File: config.mk
export PLATFORM = sky130hd
export DESIGN_NAME = ttr_matcher
export DESIGN_NICKNAME = d
export VERILOG_FILES = /design/src/rtl/ttr_pkg.sv /design/src/rtl/ttr_ctrl.sv /design/src/rtl/ttr_datapath.sv /design/src/rtl/ttr_matcher.sv
export SDC_FILE = /design/constraint.sdc
export NUM_CORES = 1
export LEC_CHECK = 0
export BUFFER_PORTS_ARGS = -buffer_cell sky130_fd_sc_hd__buf_2
export CAP_MARGIN = 20
export CORE_MARGIN = 5
export CORE_UTILIZATION = 50
export DETAILED_ROUTE_END_ITERATION = 16
export GPL_TIMING_DRIVEN = 0
export PLACE_DENSITY = 0.84
export SLEW_MARGIN = 0
export SYNTH_ARGS = -nofsm -noshare
export SYNTH_HDL_FRONTEND = slang
export SYNTH_HIERARCHICAL = 1
export SYNTH_SLANG_ARGS = --single-unit
File: constraint.sdc
create_clock -name clk -period 3.7 [get_ports clk]
set_input_delay 0.185 -clock clk [delete_from_list [all_inputs] [get_ports clk]]
set_output_delay 0.185 -clock clk [all_outputs]
set_load 0.02 [all_outputs]
File: src/rtl/ttr_pkg.sv
package ttr_pkg;
  // number of windows per access stream and width of the compared top field
  localparam int TT_REGS = 2;
  localparam int TAG_W   = 8;
  localparam int SEL_W   = (TT_REGS > 1) ? $clog2(TT_REGS) : 1;

  // mode field encodings
  localparam logic [1:0] MODE_USER  = 2'b00;
  localparam logic [1:0] MODE_SUPER = 2'b01;

  typedef struct packed {
    logic             en;
    logic [1:0]       mode;
    logic             wp;
    logic [1:0]       cmode;
    logic [TAG_W-1:0] tag;
    logic [TAG_W-1:0] mask;
  } ttr_cfg_t;

  localparam int CFG_W = $bits(ttr_cfg_t);

  // strobes from control to datapath
  typedef struct packed {
    logic [TT_REGS-1:0] load;
    logic [TT_REGS-1:0] pick;
  } ttr_strobe_t;
endpackage

File: src/rtl/ttr_ctrl.sv
module ttr_ctrl
  import ttr_pkg::*;
(
  input  logic               clk,
  input  logic               rstN,
  input  logic               cfgWe,
  input  logic [SEL_W-1:0]   cfgSel,
  input  logic [TT_REGS-1:0] matchVec,
  output ttr_strobe_t        strobe
);

  logic [TT_REGS-1:0] loadVec;
  logic [TT_REGS-1:0] pickVec;
  logic               found;

  // write decode: one load strobe per window
  always_comb begin
    loadVec = '0;
    for (int i = 0; i < TT_REGS; i++) begin
      if (cfgWe && (cfgSel == SEL_W'(i))) loadVec[i] = 1'b1;
    end
  end

  // fixed priority: lowest window index wins
  always_comb begin
    pickVec = '0;
    found   = 1'b0;
    for (int i = 0; i < TT_REGS; i++) begin
      if (matchVec[i] && !found) begin
        pickVec[i] = 1'b1;
        found      = 1'b1;
      end
    end
  end

  assign strobe.load = loadVec;
  assign strobe.pick = pickVec;

  // at most one window drives the attributes
  p_pick_onehot_r7: assert property (@(posedge clk) disable iff (!rstN)
    $onehot0(strobe.pick));

  // the chosen window must actually match
  p_pick_subset_r7: assert property (@(posedge clk) disable iff (!rstN)
    (strobe.pick & ~matchVec) == '0);

  // window 0 wins whenever it matches
  p_pick_first_r7: assert property (@(posedge clk) disable iff (!rstN)
    matchVec[0] |-> strobe.pick[0]);

endmodule

File: src/rtl/ttr_datapath.sv
module ttr_datapath
  import ttr_pkg::*;
#(
  parameter int ADDR_W = 32
) (
  input  logic               clk,
  input  logic               rstN,
  input  logic [CFG_W-1:0]   cfgData,
  input  logic               cfgWe,
  input  logic [SEL_W-1:0]   cfgSel,
  input  logic [ADDR_W-1:0]  laddr,
  input  logic               superMode,
  input  logic               isWrite,
  input  ttr_strobe_t        strobe,
  output logic [TT_REGS-1:0] matchVec,
  output logic               ttHit,
  output logic [ADDR_W-1:0]  paddr,
  output logic [1:0]         cacheMode,
  output logic               protFault
);

  localparam int TAG_LSB = ADDR_W - TAG_W;

  ttr_cfg_t         cfgReg [TT_REGS];
  logic [TAG_W-1:0] addrTag;
  logic             anyHit;
  logic [1:0]       selCmode;
  logic             selWp;

  assign addrTag = laddr[ADDR_W-1:TAG_LSB];

  for (genvar g = 0; g < TT_REGS; g++) begin : g_win
    logic modeOk;
    logic tagOk;

    always_ff @(posedge clk or negedge rstN) begin
      if (!rstN)               cfgReg[g] <= '0;
      else if (strobe.load[g]) cfgReg[g] <= ttr_cfg_t'(cfgData);
    end

    always_comb begin
      unique case (cfgReg[g].mode)
        MODE_USER:  modeOk = !superMode;
        MODE_SUPER: modeOk = superMode;
        default:    modeOk = 1'b1;
      endcase
    end

    assign tagOk       = ((addrTag ^ cfgReg[g].tag) & ~cfgReg[g].mask) == '0;
    assign matchVec[g] = cfgReg[g].en && modeOk && tagOk;
  end

  // attribute mux driven by the one-hot pick strobe
  always_comb begin
    anyHit   = 1'b0;
    selCmode = '0;
    selWp    = 1'b0;
    for (int i = 0; i < TT_REGS; i++) begin
      if (strobe.pick[i]) begin
        anyHit   = 1'b1;
        selCmode = selCmode | cfgReg[i].cmode;
        selWp    = selWp | cfgReg[i].wp;
      end
    end
  end

  assign ttHit     = anyHit;
  assign paddr     = anyHit ? laddr : '0;
  assign cacheMode = selCmode;
  assign protFault = anyHit && isWrite && selWp;

  // a write lands in the selected window on the strobe edge
  p_write_lands_r2: assert property (@(posedge clk) disable iff (!rstN)
    cfgWe |=> cfgReg[$past(cfgSel)] == ttr_cfg_t'($past(cfgData)));

  // writing a cleared enable removes the window from matching
  p_disable_write_r4: assert property (@(posedge clk) disable iff (!rstN)
    (cfgWe && !cfgData[CFG_W-1]) |=> !matchVec[$past(cfgSel)]);

  // a hit only appears when some window matches
  p_hit_needs_match_r6: assert property (@(posedge clk) disable iff (!rstN)
    ttHit |-> (matchVec != '0));

  // a fault is always a write that still reports a hit
  p_fault_write_hit_r8: assert property (@(posedge clk) disable iff (!rstN)
    protFault |-> (isWrite && ttHit));

endmodule

File: src/rtl/ttr_matcher.sv
module ttr_matcher
  import ttr_pkg::*;
#(
  parameter int ADDR_W = 32
) (
  input  logic              clk,
  input  logic              rstN,
  input  logic              cfgWe,
  input  logic [SEL_W-1:0]  cfgSel,
  input  logic [CFG_W-1:0]  cfgData,
  input  logic [ADDR_W-1:0] laddr,
  input  logic              superMode,
  input  logic              isWrite,
  output logic              ttHit,
  output logic [ADDR_W-1:0] paddr,
  output logic [1:0]        cacheMode,
  output logic              protFault
);

  ttr_strobe_t        strobe;
  logic [TT_REGS-1:0] matchVec;

  ttr_ctrl u_ctrl (
    .clk      (clk),
    .rstN     (rstN),
    .cfgWe    (cfgWe),
    .cfgSel   (cfgSel),
    .matchVec (matchVec),
    .strobe   (strobe)
  );

  ttr_datapath #(.ADDR_W(ADDR_W)) u_dp (
    .clk       (clk),
    .rstN      (rstN),
    .cfgData   (cfgData),
    .cfgWe     (cfgWe),
    .cfgSel    (cfgSel),
    .laddr     (laddr),
    .superMode (superMode),
    .isWrite   (isWrite),
    .strobe    (strobe),
    .matchVec  (matchVec),
    .ttHit     (ttHit),
    .paddr     (paddr),
    .cacheMode (cacheMode),
    .protFault (protFault)
  );

  // attributes stay quiet when nothing hits
  p_quiet_miss_r9: assert property (@(posedge clk) disable iff (!rstN)
    !ttHit |-> (cacheMode == 2'b00 && !protFault && paddr == '0));

endmodule

==> results by group, run 1 <==
Status
  – Outcome: complete, no violations

Layout
  – Total of fill cells in the finished design: approximately 330
  – Synthesis-to-finish area growth: 28.6%
  – Biggest regs: u_dp/cfgReg x44
  – Top library cells by usage in the layout, fill and taps aside: sky130_fd_sc_hd__buf_2 (100), sky130_fd_sc_hd__mux2_2 (44), sky130_fd_sc_hd__dfrtp_1 (44)
  – Share of final-layout standard cells stronger than drive strength 1: between 50 and 60%
  – Ant. Diodes: 0
  – Count of nets after finishing: 331
  – Max reg flops: 44
  – Post-route cell area: 2770 um2
  – Most frequent standard cell in the layout excluding fill and tap cells: sky130_fd_sc_hd__buf_2
  – Total area of multi-input combinational cells: slightly above 1000 um2
  – Combined flip-flop and latch cell area: 1100 um2
  – Top register by number of flip-flops: u_dp/cfgReg

Logic synthesis
  – Largest cells by area after synthesis: sky130_fd_sc_hd__dfrtp_1 (51%), sky130_fd_sc_hd__mux2_2 (23%), sky130_fd_sc_hd__nor2b_1 (9.3%)
  – Synth Register Bits: between 40 and 50
  – Post-Synthesis Cell Area: roughly 2200 um2
  – Post-Syn Instances: 169
  – Post-synth top area cell: sky130_fd_sc_hd__dfrtp_1
  – Synthesized area per cell: 12.7 um2
  – Share of the yosys chip area belonging to registers: between 50% and 60%
  – Number of distinct library cell variants in the gate-level netlist after synthesis: 19
  – Net count of the mapped netlist: between 200 and 250
  – Number of warnings printed during yosys synthesis: 6
  – Area share of the largest cell type after synthesis: 51.1%

Clock network
  – Number of sinks on the clock net: 44
  – H-tree depth: 2
  – Post CTS Setup Buffer Count: 0
  – Post-cts gate resize count: 0
  – Clock insertion delay at the later pin of the skew report: 0.28 ns
  – Total CTS buffers: 5
  – TritonCTS clock tree: yes
  – Buffer type at the clock tree root: sky130_fd_sc_hd__clkbuf_8
  – Deepest clock path buffer count: 2
  – Clock transition time at the flip-flop clock pins of the worst setup and hold paths: approximately 0.08 ns
  – # hold bufs at CTS: 0

STA
  – Final clock period utilization by the worst path: approximately 78%
  – Final Critical Period: 2.87 ns
  – Unrepaired setup endpoints after global routing: no
  – Count of endpoints failing hold in the final timing report: 0
  – Setup violators final: 0
  – Worst setup skew after layout: 0 ns
  – Transition time of the tightest slew-check pin: ~0.95 ns
  – Total count of max-transition violations in the final report: 0
  – Max-Slew Margin vs Limit: between 30 and 40%
  – Setup_tns: 0 ns
  – Achievable clock frequency: approximately 350 MHz

Pwr
  – Design internal power: approximately 0.84 mW
  – Net Switching: between 0.3 and 0.4 mW
  – Share of total power consumed by net switching: a little under 30%
  – Static Leak: about 1.3 nW
  – Portion of total power attributed to the clock network: 23.2%
  – Pwr per Cell Area: 429 nW/um2
  – IR Drop Worst-Case VDD: ~0.00030 V
  – Share of total power in sequential cells: about half
  – Portion of total power attributed to combinational logic: around 27%

Detailed routing
  – Total wirelength of the detailed-routed design: about 5000 um
  – Overall via count from detail_route: 1633
  – Antenna violation net count after detailed routing: 0
  – DRC: 0
  – Routed wire length per instance: ~15 um
  – Ratio of routed vias to standard cells: approximately 5.1
  – Total iterations of the first detailed-routing run: 4
  – Number of DRC violations after detailed-routing iteration 0: 38

Floorplan
  – Top-level port count: 96
  – Die outline height: 75.6 um
  – Site Rows: 23
  – Starting density of the core: between 50% and 60%
  – Area of the die: between 5000 and 6000 um2
  – Die width: about 76 um
  – Area of the placeable core: 4090 um2

GRT
  – Number of antenna violations at the first check in global routing: 0
  – First-pass GRT wire length: about 7200 um
  – Pin count of the biggest net entering global routing: between 40 and 50
  – Via count of the first global-routing pass: approximately 1600
  – Global-route congestion overflow total: 0
  – All-layer global routing usage: approximately 17%

Setup path
  – Req. time, crit path: 3.51 ns
  – Worst setup SP type: flip-flop
  – Crit path DAT: approximately 2.7 ns
  – Sort of element at the end of the critical path: output pin
  – Critical path class: reg2out
  – Maximum fanout along the worst path: 10

Place
  – Count of input and output buffers: 95
  – Routability Congestion: 0.770
  – HPWL after DPL: about 3800 um
  – Area after DPL: 2690 um2

Flow run
  – Maximum capacitance violations: 0

Min path
  – Min-Delay Path Class: in2async
synth_stat cells:
cell type / number
sky130_fd_sc_hd__a22o_1: 2
sky130_fd_sc_hd__buf_4: 1
sky130_fd_sc_hd__o22ai_1: 8
sky130_fd_sc_hd__inv_1: 1
sky130_fd_sc_hd__clkbuf_1: 2
sky130_fd_sc_hd__a22oi_1: 1
sky130_fd_sc_hd__nor3_2: 2
sky130_fd_sc_hd__nor2b_2: 2
sky130_fd_sc_hd__nor2b_1: 32
sky130_fd_sc_hd__xnor2_1: 18
sky130_fd_sc_hd__o21ai_0: 1
sky130_fd_sc_hd__mux2_2: 44
sky130_fd_sc_hd__nor2_1: 1
sky130_fd_sc_hd__and2b_2: 1
sky130_fd_sc_hd__or3_1: 2
sky130_fd_sc_hd__buf_2: 5
sky130_fd_sc_hd__and2_2: 1
sky130_fd_sc_hd__dfrtp_1: 44
sky130_fd_sc_hd__o21ai_1: 1
path summary, 6_finish.rpt:
path / from / end / slack (ns) / cells past startpoint
setup / recovery: u_dp/cfgReg[14] / paddr[6] / 0.83 / 9
hold / removal: rstN / u_dp/cfgReg[35] / 0.04 / 1
setup reg to reg: u_dp/cfgReg[14] / u_dp/cfgReg[14] / 2.92 / 1
hold reg to reg: u_dp/cfgReg[20] / u_dp/cfgReg[20] / 0.51 / 1
max in group asynchronous: rstN / u_dp/cfgReg[41] / 3.05 / 1
min in group clk: cfgData[8] / u_dp/cfgReg[30] / 0.14 / 2
power groups by stage:
stage / combinational, mW / clock (mW) / sequential, mW
2_1_floorplan: 0.215 / 0 / 0.591
3_3_place_gp: 0.316 / 0 / 0.598
3_5_place_dp: 0.323 / 0 / 0.602
4_1_cts: 0.325 / 0.283 / 0.593
5_1_grt: 0.349 / 0.302 / 0.602
6_report: 0.320 / 0.276 / 0.592
critical path: stages (launching register included):
cell and delay, ns:
sky130_fd_sc_hd__dfrtp_1 0.41, sky130_fd_sc_hd__xnor2_1 0.21, sky130_fd_sc_hd__o22ai_1 0.15, sky130_fd_sc_hd__or3_1 0.38, sky130_fd_sc_hd__nor3_2 0.17, sky130_fd_sc_hd__nor2b_1 0.31, sky130_fd_sc_hd__nor2_1 0.18, sky130_fd_sc_hd__clkbuf_1 0.24
sky130_fd_sc_hd__nor2b_1 0.16, sky130_fd_sc_hd__buf_2 0.18
cell families (layout without fill, tap and decap cells):
family	Yosys count	count (layout)	synth area share (%)
mux	44	44	23.0
flops	44	44	51.1
simple gates	41	41	12.6
xor+xnor	18	18	7.32
compound gates	13	13	3.95
buf+inv	9	111	2.03
final cells by class:
cell class,count,area share [%]
buffer,8,1.45
clock buffer,6,2.62
clock inverter,1,0.181
inverter,1,0.136
multi-input combinational,116,36.4
sequential,44,39.8
tap,50,2.26
timing repair buffer,95,17.2
metal layers:
metal	track usage (%)	part of all wire, %	vias to the layer above
li1	-	-	779
met1	19.3	38	780
met2	31.8	50	70
met3	3.30	11	4
met4	5.24	0.60	0
met5	0	0	-
stage by stage:
stage	hold slack (ns)	setup slack, ns	utilization (%)	std cells	power [mW]
6_report	0.0367	0.831	67.8	321	1.19
5_1_grt	0.127	0.701	67.8	321	1.25
4_1_cts	0.0769	0.818	67.8	321	1.20
3_5_place_dp	0.391	1.19	65.9	314	0.925
3_3_place_gp	0.383	1.23	65.9	314	0.914
2_1_floorplan	-0.111	1.54	-	169	0.806
Power figures use the tool's default switching activity.
==> run 2: changes to the inputs <==
ABC_AREA = 1   (was not set)
CORE_UTILIZATION = 48   (was 50)
PLACE_DENSITY = 0.8   (was 0.84)
clock period = 2.8 ns   (was 3.7 ns; I/O delays follow)
==> run 2 against run 1 <==
  * Combinational power increased by 7.8%
  * Sequential share of layout area is 3.5 points lower
  * Critical path depth increased by 3
  * First-iteration DRC count increased to 4.6 times the previous value
  * Via count increased by 40%
==> results by group, run 2 <==
Status
  – Outcome: complete, no violations

Setup path
  – Crit path DAT: about 2 ns
  – Cell count of the worst reg-to-reg path: 1
  – Number of buffers and inverters on the critical path: 3
  – Maximum fanout along the worst path: 10
  – CP peak stage delay: around 0.39 ns
  – Req. time, crit path: about 2.7 ns
  – Worst setup SP type: flip-flop
  – Stages on worst setup path: 12
  – Cell breakdown of the critical path: inv_1, nand2_1, nand3_1, nand2_1, nor2_1, nand2_1, nor2_2, nor2_1, nor2_2, buf_4, nor2_1, buf_2
  – Critical path class: reg2out
  – Sort of element at the end of the critical path: output pin
  – Critical-path top delay cell: sky130_fd_sc_hd__dfrtp_1
  – Largest delay share family, worst path: simple AND/OR/NAND/NOR gates

Pwr
  – Static Leak: between 1.5 and 2 nW
  – Pwr per Cell Area: roughly 490 nW/um2
  – IR Drop Worst-Case VDD: ~0.00037 V
  – Tot Pwr: between 1 and 1.5 mW

GRT
  – Global-route congestion overflow total: 0
  – All-layer global routing usage: 19.2%
  – First-pass GRT wire length: between 9000 and 10000 um
  – Via count of the first global-routing pass: 2140
  – Number of antenna violations at the first check in global routing: 0
  – Pin count of the biggest net entering global routing: 45

Floorplan
  – Area of the die: roughly 6400 um2
  – Starting density of the core: around half
  – Die width: 80.1 um
  – Site Rows: 25
  – Area of the placeable core: 4750 um2
  – Die outline height: between 80 and 90 um
  – Top-level port count: 96

Logic synthesis
  – Post-Synthesis Cell Area: around 2400 um2
  – Number of distinct library cell variants in the gate-level netlist after synthesis: 17
  – Leading post-synthesis cells by instance count: sky130_fd_sc_hd__nand2_1 (77), sky130_fd_sc_hd__inv_1 (72), sky130_fd_sc_hd__dfrtp_1 (44)
  – Largest cells by area after synthesis: sky130_fd_sc_hd__dfrtp_1 (47%), sky130_fd_sc_hd__nand2_1 (12%), sky130_fd_sc_hd__inv_1 (11%)
  – Cell with the most instances after synthesis: sky130_fd_sc_hd__nand2_1
  – Area share of the largest cell type after synthesis: 46.7%
  – Net count of the mapped netlist: around 380
  – Number of warnings printed during yosys synthesis: 6
  – Post-Syn Instances: approximately 320
  – Share of the yosys chip area belonging to registers: a little under half
  – Number of flops mapped to enable cells by yosys: 0
  – Synthesized area per cell: roughly 7.4 um2
  – Proportion of register bits with asynchronous set or reset after synthesis: 100%
  – Post-synth top area cell: sky130_fd_sc_hd__dfrtp_1
  – Flip-flop cell with the highest count after synthesis: sky130_fd_sc_hd__dfrtp_1
  – Synth Register Bits: between 40 and 50

Place
  – Area after DPL: slightly below 3000 um2
  – HPWL after DPL: 4610 um
  – Routability Congestion: approximately 0.8
  – Count of input and output buffers: 95
  – Placement Setup Slack: about 0.9 ns

Clock network
  – Total CTS buffers: 5
  – Post CTS Setup Buffer Count: 0
  – Number of sinks on the clock net: 44
  – Deepest clock path buffer count: 2
  – TritonCTS clock tree: yes
  – Buffer type at the clock tree root: sky130_fd_sc_hd__clkbuf_8
  – H-tree depth: 2
  – Clock insertion delay at the later pin of the skew report: just under 0.3 ns
  – Clock transition time at the flip-flop clock pins of the worst setup and hold paths: around 0.08 ns

STA
  – Transition time of the tightest slew-check pin: around 0.32 ns
  – Unrepaired setup endpoints after global routing: no
  – Least setup slack across all paths after layout: a little over 0.6 ns
  – Final clock period utilization by the worst path: 78.4%
  – Max-Slew Margin vs Limit: approximately four fifths
  – Setup violators final: 0
  – Count of endpoints failing hold in the final timing report: 0
  – Total count of max-transition violations in the final report: 0
  – Setup_tns: 0 ns
  – Worst setup skew after layout: 0 ns
  – Achievable clock frequency: approximately 460 MHz
  – Final Critical Period: around 2.2 ns

Layout
  – Top register by number of flip-flops: u_dp/cfgReg
  – Synthesis-to-finish area growth: 28.8%
  – Biggest regs: u_dp/cfgReg x44
  – Post-route cell area: between 3000 and 4000 um2
  – Count of nets after finishing: around 480
  – Share of final-layout standard cells stronger than drive strength 1: 30.4%
  – Max reg flops: 44
  – Top library cells by usage in the layout, fill and taps aside: sky130_fd_sc_hd__buf_2 (99), sky130_fd_sc_hd__nand2_1 (77), sky130_fd_sc_hd__inv_1 (72)
  – Ant. Diodes: 0
  – Total of fill cells in the finished design: ~430
  – Most frequent standard cell in the layout excluding fill and tap cells: sky130_fd_sc_hd__buf_2
  – Finished Core Util: 63.8%

Min path
  – Min-Delay Path Class: in2reg
  – WHS Path Cells: 3

Detailed routing
  – Total wirelength of the detailed-routed design: around 6000 um
  – Ratio of routed vias to standard cells: 4.65
  – Overall via count from detail_route: ~2300
  – Number of DRC violations after detailed-routing iteration 0: 173
  – Antenna violation net count after detailed routing: 0
  – Total iterations of the first detailed-routing run: 5
  – DRC: 0
  – Routed wire length per instance: 12.4 um

Flow run
  – Maximum capacitance violations: 0
[run 2: area by class of cell]
cell class	instances	area, um2	share of cell area (%)
clock buffers	8	90.1	2.97
flip-flops and latches	44	1100	36.3
inverters	75	282	9.27
multi-input cells	188	891	29.3
repair buffers	97	505	16.7
plain buffers	12	82.6	2.72
well taps	67	83.8	2.76
[run 2: kinds of logic (layout without fill, tap and decap cells)]
family                 count (synthesis)  in the layout  synth area share (%)
buffers and inverters                 87            192                  15.5
flip-flops                            44             44                  46.7
multiplexers                           8              8                  5.10
AO/OA/AOI/OAI                         47             47                  10.1
AND/OR/NAND/NOR                      133            133                  22.6
[run 2: worst paths after layout]
path                                  from  slack, ns              end
setup / recovery           u_dp/cfgReg[31]       0.61        paddr[24]
hold / removal                  cfgData[2]       0.07  u_dp/cfgReg[24]
setup reg to reg           u_dp/cfgReg[13]       2.02  u_dp/cfgReg[13]
hold reg to reg            u_dp/cfgReg[21]       0.52  u_dp/cfgReg[21]
max in group asynchronous             rstN       2.16  u_dp/cfgReg[22]
min in group asynchronous             rstN       0.22  u_dp/cfgReg[12]
[run 2: tightest hold or removal path: cells and delay by family]
kind | cells | cell delay (ns)
AOI/OAI and AO/OA | 1 | 0.06
and+or+nand+nor | 1 | 0.04
buffers and inverters | 1 | 0.09
[run 2: routing by layer]
metal  GRT usage [%]  wire [um]  vias up
met3            5.38        560        2
li1                -          -     1159
met4            4.39         18        0
met1            22.2       2450     1036
met2            34.9       3070       86
met5               0          0        -
[run 2: power by group]
part           switching [mW]  leakage (nW)  internal, mW
clock                   0.195        0.0455         0.201
combinational           0.203          1.25         0.142
sequential             0.0338         0.537         0.718
total                   0.432          1.83          1.06
[run 2: what timing repair did]
| item | 4_1_cts | 5_1_grt |
|---|---|---|
| gates resized for setup | 0 | 0 |
| hold endpoints to repair | 0 | 44 |
| hold buffers | 0 | 1 |
[run 2: through the flow]
step                      hold slack (ns)  std cells
final                              0.0662        491
after global routing               0.0609        491
after CTS                          0.0241        489
after detailed placement            0.340        481
after global placement              0.339        481
after floorplan                    -0.156        319
==> run 3: changes to the inputs <==
ABC_AREA = 0   (was 1)
CORE_UTILIZATION = 42   (was 48)
PLACE_DENSITY = 0.75   (was 0.8)
clock period = 2 ns   (was 2.8 ns; I/O delays follow)
==> run 3 against run 2 <==
  * The flow now finishes with violations (negative setup slack)
  * Final area is 1.7% higher
  * Sequential share of layout area is 0.60 points lower
  * Critical path depth is 3 lower
  * Die area is 3.9% higher
  * Core utilization is 2.6 points lower
  * Critical path type unchanged
  * Largest power group unchanged
==> results by group, run 3 (synthesis results as in run 1) <==
Status
  – Outcome: finished with violations
  – Violated checks: negative setup slack

Clock network
  – Clock insertion delay at the later pin of the skew report: approximately 0.28 ns
  – Deepest clock path buffer count: 2
  – Number of sinks on the clock net: 44
  – Buffer type at the clock tree root: sky130_fd_sc_hd__clkbuf_8
  – Total CTS buffers: 5
  – TritonCTS clock tree: yes
  – Clock transition time at the flip-flop clock pins of the worst setup and hold paths: about 0.070 ns
  – H-tree depth: 2

Layout
  – Total area of multi-input combinational cells: roughly 1100 um2
  – Combined flip-flop and latch cell area: ~1100 um2
  – Total of fill cells in the finished design: between 400 and 500
  – Share of final-layout standard cells stronger than drive strength 1: roughly two thirds
  – Count of nets after finishing: roughly 340
  – Top register by number of flip-flops: u_dp/cfgReg
  – Ant. Diodes: 0
  – Top library cells by usage in the layout, fill and taps aside: sky130_fd_sc_hd__buf_2 (68), sky130_fd_sc_hd__mux2_2 (44), sky130_fd_sc_hd__dfrtp_1 (44)
  – Biggest regs: u_dp/cfgReg x44
  – Max reg flops: 44
  – Most frequent standard cell in the layout excluding fill and tap cells: sky130_fd_sc_hd__buf_2
  – Finished Core Util: around three fifths
  – Synthesis-to-finish area growth: 43.3%

Min path
  – Beginning of the worst hold path: cfgData[8]
  – Min-Delay Path Class: in2reg
  – Sink of the worst hold path: u_dp/cfgReg[30]
  – WHS Path Cells: 2

Setup path
  – Critical-path top delay cell: sky130_fd_sc_hd__dfrtp_1
  – CP peak stage delay: between 0.3 and 0.4 ns
  – Crit path DAT: 2.18 ns
  – Cell count of the worst reg-to-reg path: 2
  – Worst setup SP type: flip-flop
  – R2R Path Start: u_dp/cfgReg[14]
  – Reg2reg setup slack: about 1.1 ns
  – Cell breakdown of the critical path: xnor2_1, o21ai_1, or3_4, nor3_4, nor2b_4, nor2_4, clkbuf_8, nor2b_1, buf_4
  – Req. time, crit path: between 1.5 and 2 ns
  – Critical path class: reg2out
  – Worst reg2reg endpoint: u_dp/cfgReg[14]
  – Maximum fanout along the worst path: 10
  – Sort of element at the end of the critical path: output pin

Pwr
  – IR Drop Worst-Case VDD: approximately 0.00052 V
  – Pwr per Cell Area: 753 nW/um2
  – Static Leak: approximately 1.4 nW

STA
  – Final Critical Period: 2.28 ns
  – Unrepaired setup endpoints after global routing: yes
  – Setup violators final: 36
  – Worst setup skew after layout: 0 ns
  – Least setup slack across all paths after layout: -0.275 ns
  – Transition time of the tightest slew-check pin: approximately 0.96 ns
  – Setup_tns: -8.79 ns
  – Total count of max-transition violations in the final report: 0
  – Achievable clock frequency: ~440 MHz
  – Max-Slew Margin vs Limit: a little over a third
  – Count of endpoints failing hold in the final timing report: 0
  – Final clock period utilization by the worst path: 114%

Detailed routing
  – Total iterations of the first detailed-routing run: 4
  – Number of DRC violations after detailed-routing iteration 0: between 40 and 50
  – Antenna violation net count after detailed routing: 0
  – Ratio of routed vias to standard cells: between 4 and 5
  – Total wirelength of the detailed-routed design: between 5000 and 6000 um
  – DRC: 0
  – Overall via count from detail_route: around 1700
  – Routed wire length per instance: approximately 15 um

Floorplan
  – Area of the die: approximately 6700 um2
  – Site Rows: 26
  – Die outline height: 81.6 um
  – Area of the placeable core: slightly above 5000 um2
  – Starting density of the core: a little over two fifths
  – Die width: approximately 80 um
  – Top-level port count: 96

GRT
  – First-pass GRT wire length: 8000 um
  – Number of antenna violations at the first check in global routing: 0
  – Pin count of the biggest net entering global routing: 45
  – All-layer global routing usage: between 10% and 20%
  – Global-route congestion overflow total: 0
  – Via count of the first global-routing pass: roughly 1700

Flow run
  – Maximum capacitance violations: 0

Place
  – Count of input and output buffers: 95
  – Routability Congestion: roughly 0.75
  – HPWL after DPL: just under 4000 um
-- run 3: cell types whose count changed in the layout (fill, tap and decap cells not counted), moves of 12 or more --
cell                      before  now
sky130_fd_sc_hd__nand3_1      13    0
sky130_fd_sc_hd__buf_4         4   27
sky130_fd_sc_hd__nand2_1      77    0
sky130_fd_sc_hd__nor2b_1       0   19
sky130_fd_sc_hd__nor2b_2       0   12
sky130_fd_sc_hd__buf_2        99   68
sky130_fd_sc_hd__nor2_1       38    0
sky130_fd_sc_hd__o21ai_0      40    0
sky130_fd_sc_hd__inv_1        72    1
sky130_fd_sc_hd__xnor2_1       0   14
sky130_fd_sc_hd__mux2_2        0   44
-- run 3: metal layers --
metal  global-route usage [%]  vias up  part of all wire, %
met4                     3.49        0                 0.86
met2                     28.9       81                   48
li1                         -      788                    -
met5                        0        -                    0
met1                     18.1      777                   40
met3                     5.04        4                   11
-- run 3: final cells by class --
| cell class | count | area share (%) |
|---|---|---|
| sequential | 44 | 35.7 |
| clock buffer | 5 | 2.23 |
| inverter | 1 | 0.122 |
| buffer | 8 | 2.39 |
| multi-input combinational | 116 | 36.2 |
| tap | 70 | 2.84 |
| timing repair buffer | 101 | 20.6 |
-- run 3: where the power goes --
part | internal [mW] | total [mW] | leakage [nW] | switching [mW]
clock | 0.225 | 0.496 | 0.0359 | 0.270
sequential | 1.02 | 1.10 | 0.516 | 0.0821
combinational | 0.397 | 0.726 | 0.874 | 0.329
total | 1.64 | 2.32 | 1.43 | 0.681
-- run 3: how the worst max path moves through the flow --
| stage | startpoint | slack [ns] | end | cells past startpoint |
|---|---|---|---|---|
| CTS | u_dp/cfgReg[14] | -0.32 | protFault | 9 |
| global route | u_dp/cfgReg[41] | -0.39 | paddr[20] | 9 |
| finish | u_dp/cfgReg[41] | -0.28 | paddr[14] | 9 |
| global placement | u_dp/cfgReg[41] | -0.41 | paddr[22] | 9 |
| floorplan | u_dp/cfgReg[10] | -0.07 | paddr[10] | 8 |
| detailed placement | u_dp/cfgReg[41] | -0.43 | paddr[30] | 9 |
-- run 3: timing repair --
action	4_1_cts	5_1_grt
setup buffers	2	3
pin swaps	2	3
gates resized for setup	58	11
setup endpoints to repair	36	36
hold buffers	1	0
hold endpoints to repair	26	0
-- run 3: worst max-delay path, delay by kind of cell (launching register included) --
kind	cells	cell delay, ns
simple gates	5	0.87
buf+inv	2	0.36
flops	1	0.39
xor+xnor	1	0.18
compound gates	1	0.08
-- run 3: stage by stage --
stage / cells / instance area (um2) / power (mW) / worst slack, ns / hold slack (ns)
5_1_grt: 345 / 3090 / 2.44 / -0.393 / 0.0523
3_3_place_gp: 334 / 2730 / 1.70 / -0.406 / 0.302
2_1_floorplan: 169 / 2170 / 1.50 / -0.0707 / -0.196
6_report: 345 / 3090 / 2.32 / -0.275 / 0.0501
4_1_cts: 342 / 3020 / 2.31 / -0.323 / 0.0455
3_5_place_dp: 334 / 2730 / 1.72 / -0.433 / 0.305
